===== config.mk =====
export PLATFORM = sky130hd
export DESIGN_NAME = clk_ratio_monitor
export DESIGN_NICKNAME = d
export VERILOG_FILES = /design/src/rtl/clkmon_pkg.sv /design/src/rtl/clkmon_edge.sv /design/src/rtl/clkmon_period.sv /design/src/rtl/clkmon_lock.sv /design/src/rtl/clkmon_recover.sv /design/src/rtl/clk_ratio_monitor.sv
export SDC_FILE = /design/constraint.sdc
export NUM_CORES = 1
export LEC_CHECK = 0
export ABC_AREA = 1
export BUFFER_PORTS_ARGS = -buffer_cell sky130_fd_sc_hd__buf_4
export CORE_UTILIZATION = 25
export CTS_BUF_LIST = sky130_fd_sc_hd__clkbuf_16
export CTS_CLUSTER_DIAMETER = 100
export DETAILED_ROUTE_END_ITERATION = 10
export PLACE_DENSITY_LB_ADDON = 0.08
export SYNTH_ARGS = -nofsm -noshare
export SYNTH_HDL_FRONTEND = slang
export SYNTH_SLANG_ARGS = --single-unit

===== constraint.sdc =====
create_clock -name clk -period 3.5 [get_ports clk]
set_input_delay 0.7 -clock clk [delete_from_list [all_inputs] [get_ports clk]]
set_output_delay 0.7 -clock clk [all_outputs]
set_load 0.005 [all_outputs]

===== src/rtl/clkmon_pkg.sv =====
package clkmon_pkg;

    localparam int CNT_W      = 12;
    localparam int FRAME_BITS = 64;
    localparam int SLIP_BITS  = 6;
    localparam int RECOVER_FRAMES = 32;
    localparam int NUM_RATIOS = 6;

    typedef logic [CNT_W-1:0] cnt_t;

    typedef enum logic [2:0] {
        RC_NONE = 3'd0,
        RC_128  = 3'd1,
        RC_192  = 3'd2,
        RC_256  = 3'd3,
        RC_384  = 3'd4,
        RC_512  = 3'd5,
        RC_768  = 3'd6
    } ratio_e;

    typedef enum logic {
        ST_HUNT = 1'b0,
        ST_LOCK = 1'b1
    } lock_state_e;

    typedef struct packed {
        lock_state_e state;
        ratio_e      ratio;
    } lock_t;

    function automatic cnt_t nominal(input ratio_e c);
        case (c)
            RC_128:  return cnt_t'(128);
            RC_192:  return cnt_t'(192);
            RC_256:  return cnt_t'(256);
            RC_384:  return cnt_t'(384);
            RC_512:  return cnt_t'(512);
            RC_768:  return cnt_t'(768);
            default: return cnt_t'(0);
        endcase
    endfunction

    function automatic cnt_t slip_limit(input ratio_e c);
        return cnt_t'((int'(nominal(c)) / FRAME_BITS) * SLIP_BITS);
    endfunction

    function automatic ratio_e classify(input cnt_t period);
        ratio_e res;
        res = RC_NONE;
        for (int i = 1; i <= NUM_RATIOS; i++) begin
            if (period == nominal(ratio_e'(3'(i))))
                res = ratio_e'(3'(i));
        end
        return res;
    endfunction

    function automatic logic adc_allowed(input ratio_e c);
        return (c != RC_NONE) && (c != RC_128) && (c != RC_192);
    endfunction

endpackage


===== src/rtl/clkmon_edge.sv =====
module clkmon_edge (
    input  logic clk,
    input  logic rst,
    input  logic frame_in,
    output logic rise
);
    logic s1, s2, sd;

    always_ff @(posedge clk) begin
        if (rst) begin
            s1 <= 1'b0;
            s2 <= 1'b0;
            sd <= 1'b0;
        end else begin
            s1 <= frame_in;
            s2 <= s1;
            sd <= s2;
        end
    end

    assign rise = s2 & ~sd;
endmodule


===== src/rtl/clkmon_period.sv =====
module clkmon_period
    import clkmon_pkg::*;
(
    input  logic clk,
    input  logic rst,
    input  logic rise,
    output cnt_t cnt
);
    always_ff @(posedge clk) begin
        if (rst)
            cnt <= '0;
        else if (rise)
            cnt <= cnt_t'(1);
        else if (cnt != '1)
            cnt <= cnt + cnt_t'(1);
    end
endmodule


===== src/rtl/clkmon_lock.sv =====
module clkmon_lock
    import clkmon_pkg::*;
(
    input  logic  clk,
    input  logic  rst,
    input  logic  rise,
    input  cnt_t  cnt,
    output lock_t lock
);
    cnt_t   prev_period;
    ratio_e cand;
    cnt_t   nom, lim, dev;
    logic   slip, stall;

    always_comb begin
        cand  = classify(cnt);
        nom   = nominal(lock.ratio);
        lim   = slip_limit(lock.ratio);
        dev   = (cnt >= nom) ? (cnt - nom) : (nom - cnt);
        slip  = dev > lim;
        stall = cnt > (nom + lim);
    end

    always_ff @(posedge clk) begin
        if (rst) begin
            lock.state  <= ST_HUNT;
            lock.ratio  <= RC_NONE;
            prev_period <= '0;
        end else begin
            if (rise)
                prev_period <= cnt;
            case (lock.state)
                ST_HUNT: begin
                    if (rise && (cand != RC_NONE) && (cnt == prev_period)) begin
                        lock.state <= ST_LOCK;
                        lock.ratio <= cand;
                    end
                end
                default: begin
                    if ((rise && slip) || (!rise && stall)) begin
                        lock.state <= ST_HUNT;
                        lock.ratio <= RC_NONE;
                    end
                end
            endcase
        end
    end

    p_lock_on_edge_r2: assert property (@(posedge clk) disable iff (rst)
        $rose(lock.state == ST_LOCK) |-> $past(rise));

    p_ratio_hold_r4: assert property (@(posedge clk) disable iff (rst)
        ((lock.state == ST_LOCK) && $past(lock.state == ST_LOCK)) |-> $stable(lock.ratio));

    p_none_hunting_r1: assert property (@(posedge clk) disable iff (rst)
        (lock.state == ST_HUNT) |-> (lock.ratio == RC_NONE));

    p_slip_unlocks_r5: assert property (@(posedge clk) disable iff (rst)
        ((lock.state == ST_LOCK) && rise && slip) |=> (lock.state == ST_HUNT));
endmodule


===== src/rtl/clkmon_recover.sv =====
module clkmon_recover
    import clkmon_pkg::*;
#(
    parameter int DAC_HOLD = RECOVER_FRAMES,
    parameter int ADC_HOLD = RECOVER_FRAMES
)(
    input  logic clk,
    input  logic rst,
    input  logic locked,
    input  logic rise,
    output logic dac_ok,
    output logic adc_ok
);
    localparam int REC_MAX = (DAC_HOLD > ADC_HOLD) ? DAC_HOLD : ADC_HOLD;
    localparam int REC_W   = $clog2(REC_MAX + 1);

    logic [REC_W-1:0] rec;

    always_ff @(posedge clk) begin
        if (rst || !locked)
            rec <= '0;
        else if (rise && (rec != REC_W'(REC_MAX)))
            rec <= rec + 1'b1;
    end

    assign dac_ok = locked && (rec >= REC_W'(DAC_HOLD));
    assign adc_ok = locked && (rec >= REC_W'(ADC_HOLD));

    p_rec_clear_r6: assert property (@(posedge clk) disable iff (rst)
        !locked |=> (rec == '0));

    p_rec_step_r6: assert property (@(posedge clk) disable iff (rst)
        (locked && $past(locked)) |-> ((rec == $past(rec)) || (rec == $past(rec) + 1'b1)));
endmodule


===== src/rtl/clk_ratio_monitor.sv =====
module clk_ratio_monitor
    import clkmon_pkg::*;
#(
    parameter int DAC_HOLD = RECOVER_FRAMES,
    parameter int ADC_HOLD = RECOVER_FRAMES
)(
    input  logic       clk,
    input  logic       rst,
    input  logic       frame_clk,
    output logic [2:0] ratio_code,
    output logic       adc_enable,
    output logic       synced,
    output logic       dac_mute,
    output logic       adc_mute
);
    logic  rise;
    cnt_t  cnt;
    lock_t lock;
    logic  locked, dac_ok, adc_ok;

    clkmon_edge u_edge (
        .clk      (clk),
        .rst      (rst),
        .frame_in (frame_clk),
        .rise     (rise)
    );

    clkmon_period u_period (
        .clk  (clk),
        .rst  (rst),
        .rise (rise),
        .cnt  (cnt)
    );

    clkmon_lock u_lock (
        .clk  (clk),
        .rst  (rst),
        .rise (rise),
        .cnt  (cnt),
        .lock (lock)
    );

    assign locked = (lock.state == ST_LOCK);

    clkmon_recover #(.DAC_HOLD(DAC_HOLD), .ADC_HOLD(ADC_HOLD)) u_recover (
        .clk    (clk),
        .rst    (rst),
        .locked (locked),
        .rise   (rise),
        .dac_ok (dac_ok),
        .adc_ok (adc_ok)
    );

    assign ratio_code = lock.ratio;
    assign synced     = locked;
    assign adc_enable = locked && adc_allowed(lock.ratio);
    assign dac_mute   = !dac_ok;
    assign adc_mute   = !(adc_ok && adc_enable);

    p_adc_gate_r3: assert property (@(posedge clk) disable iff (rst)
        (synced && ((ratio_code == 3'd1) || (ratio_code == 3'd2))) |-> (!adc_enable && adc_mute));

    p_unmute_needs_sync_r6: assert property (@(posedge clk) disable iff (rst)
        $fell(dac_mute) |-> synced);

    p_mute_when_lost_r5: assert property (@(posedge clk) disable iff (rst)
        $fell(synced) |-> (dac_mute && adc_mute && (ratio_code == 3'd0)));
endmodule


==> metrics.md <==
| Metric | Value |
|---|---|
| Initial antenna violation count | 0 |
| Area leader, netlist | dfxtp_1 |
| First-pass GRT wire length | around 16 mm |
| Fin cells | around 700 |
| Yosys reg bits | 37 |
| Post-synthesis cell type count | 40 |
| Max-Cap Viols | 0 |
| Chip width | roughly 120 µm |
| Core Area | 0.0126 mm² |
| Slowest CP cell | dfxtp_4 |
| Rel. slew slack | 69.5% |
| Clock sinks | 37 |
| Stages on worst setup path | 26 |
| Main flop type after synthesis | dfxtp_1 |
| Syn nets | 524 |
| Hold_buf cts | 0 |
| Hold slack | between 0.3 and 0.4 ns |
| Post-DP HPWL | 8.36 mm |
| Pwr dens | roughly 250 mW/mm² |
| CP delay by family, top | simple AND/OR/NAND/NOR gates |
| Final setup fails | 0 |
| DRC viols | 0 |
| DRT Pass-1 Iters | 4 |
| Vias in the first global route | about 3000 |
| Hold Path Class | flop to flop |
| Sequential share of the synthesized area | between 20% and 30% |
| Synth warn | 0 |
| Max FO, Critical Path | 5 |
| Fraction of registers with async set/reset | 0% |
| RSZ-0062 raised after global routing | yes |
| Total global routing overflow | 0 |
| ANT cells | 0 |
| Worst-skew pair later-pin latency | 0.28 ns |
| Final hold violations | 0 |
| H-tree levels | 2 |
| Slew Viols, Final | 0 |
| Root Buffer | clkbuf_16 |
| Cell area after synthesis | about 0.0032 mm² |
| Startpoint Class | flop |
| Layout cells sized above 1 | 21.3% |
| Post-layout nets | about 560 |
| Outcome | finished, final reports clean |
| IO Pins | 10 |
| Cts bufs inserted | 5 |
| Most frequent cell after synthesis | nand2_1 |
| Die ar. | 0.0134 mm² |
| GRT Resource Usage Total | 16.3% |
| Cell Rows | 41 |
| Post-DR wirelength/cell | 14.9 µm |
| Syn Inst Count | 488 |
| Worst-path clk slew | 0.06 ns |
| Slew @ Worst Pin | about 0.45 ns |
| Hold Crit Depth | 2 |
| Layout fillers | between 1000 and 1500 |
| Arrival @ worst endpoint | 3.46 ns |
| Antenna-violating nets left | 0 |
| IR drop worst, VDD | 0.151 mV |
| Final wirelength | 10.4 mm |
| DR vias | 3183 |
| Post-synth top area share | 22.9% |
| Largest net degree at the start of global routing | 31 |
| Starting DRT DRC Count | between 100 and 150 |
| Starting density of the core | 25.6% |
| CP endpoint kind | flop |
| Area grow syn2layout | 23.8% |
| Ranking of synthesized cells by area | dfxtp_1, ha_1, nand2_1, inv_1, nor2_1 |
| CTS tree | done |
| Critical path's largest stage delay | 0.37 ns |
| GPL Wtd Cong | 0.832 |
| Max Freq | 308 MHz |
| Longest Clk Path Bufs | 2 |
| Placed insts | roughly 680 |
| Critical path required time | 3.72 ns |
| Total leakage power | between 1.5 and 2 nW |
| PortBufs | 9 |
| Worst Clk Skew | around 0.011 ns |
| CP bufs+invs | 3 |
| Critical path class | flop to flop |
| Commonest cells post-synth | nand2_1, inv_1, nor2_1, a21oi_1, dfxtp_1 |
| R2R depth | 26 |
| Fin crit share | 92.8% |
| Vias per cell | around 4.6 |
| Mapped Avg Cell Area | approximately 6.6 µm² |
| Die Y | 116 µm |
| Post-synth EDFFs | 0 |
| Final Critical Period | 3.25 ns |
==> what timing repair did <==
| action | in CTS | in global routing |
|---|---|---|
| pin swaps | 0 | 10 |
| endpoints found under the setup margin | 3 | 4 |
| resized for setup | 2 | 42 |
| setup buffers | 0 | 6 |
==> final timing paths <==
check                              startpoint                     endpoint  slack (ns)
hold reg to reg          u_edge.s1$_SDFF_PP0_         u_edge.s2$_SDFF_PP0_        0.39
setup / recovery  u_lock.lock[0]$_SDFFE_PP0P_  u_lock.lock[1]$_SDFFE_PP0P_        0.25
hold / removal           u_edge.s1$_SDFF_PP0_         u_edge.s2$_SDFF_PP0_        0.39
setup reg to reg  u_lock.lock[0]$_SDFFE_PP0P_  u_lock.lock[1]$_SDFFE_PP0P_        0.25
==> per-stage QoR <==
stage	worst slack [ns]	util (%)	power (mW)	instance area, µm²	TNS (ns)
after floorplan	0.0556	-	0.545	3240	0
after global placement	0.0858	29.0	0.581	3650	0
after detailed placement	0.0172	29.0	0.579	3650	0
after CTS	0.00371	30.2	1.02	3810	0
after global routing	-0.0415	31.7	1.06	4010	-0.0988
final	0.253	31.7	1.01	4010	0
==> area by class of cell <==
class / count / area [µm²] / area share (%)
Inverter: 69 / 275 / 6.87
Multi-Input combinational cell: 368 / 2290 / 57.2
Tap cell: 172 / 215 / 5.37
Clock buffer: 5 / 125 / 3.12
Clock inverter: 3 / 13.8 / 0.344
Sequential cell: 37 / 749 / 18.7
Timing Repair Buffer: 44 / 334 / 8.34
==> worst reg2reg max path, stage by stage, from the launching register on <==
cell	delay (ns)
dfxtp_4	0.37
inv_4	0.07
nand2_4	0.05
nor2_4	0.11
ha_2	0.19
inv_2	0.04
fa_2	0.35
nand3_2	0.09
nand3_4	0.09
nor2_4	0.16
nand2_4	0.09
a21oi_2	0.12
xor2_1	0.16
inv_1	0.09
ha_4	0.24
nand2_2	0.08
o21bai_1	0.10
nand3_1	0.09
nand2_1	0.06
nand2_1	0.04
nand2_1	0.06
nand3_2	0.08
nor2_2	0.09
nand2_2	0.07
nand3_2	0.09
nand3_1	0.07
a21oi_1	0.13
==> per-layer routing <==
metal / track usage (%) / up-vias / part of all wire (%)
li1: - / 1655 / -
met1: 22.9 / 1477 / 50
met2: 26.3 / 40 / 45
met3: 1.67 / 11 / 2.8
met4: 4.70 / 0 / 1.6
met5: 0 / - / 0
==> cells in the final DEF (no fill, tap or decap), types with 5 or more instances in the layout <==
cell type	instances
nand3_1	28
dfxtp_1	34
nor2_1	48
nand2_2	6
nand2_1	90
buf_4	43
nor3_1	8
xnor2_1	8
o21ai_0	30
nand4_1	12
a21oi_1	36
nor2_2	6
inv_1	54
clkbuf_16	5
xor2_1	18
ha_1	27
nor2_4	10
inv_2	9
==> state kept, by name, indices dropped and copies added, names as in the netlist <==
register            count
u_edge.sd               1
u_recover.rec           6
u_edge.s1               1
u_period.cnt           12
u_lock.prev_period     12
u_edge.s2               1
u_lock.lock             4
==> power breakdown <==
part | leakage [nW] | internal [mW] | switching [mW]
clock network | 0.0748 | 0.259 | 0.179
logic | 1.50 | 0.0475 | 0.0854
registers | 0.303 | 0.431 | 0.00672
==> kinds of logic (layout without fill, tap and decap cells) <==
| logic type | Yosys count | in the layout | synth area share [%] |
|---|---|---|---|
| AND/OR/NAND/NOR | 231 | 231 | 33.1 |
| adder cells (fa/ha/maj) | 33 | 33 | 13.0 |
| flip-flops | 37 | 37 | 22.9 |
| XOR/XNOR | 26 | 26 | 7.04 |
| AO/OA/AOI/OAI | 78 | 78 | 12.6 |
| buffers and inverters | 83 | 121 | 11.3 |
Note: power is estimated with default switching activity, not from simulation.
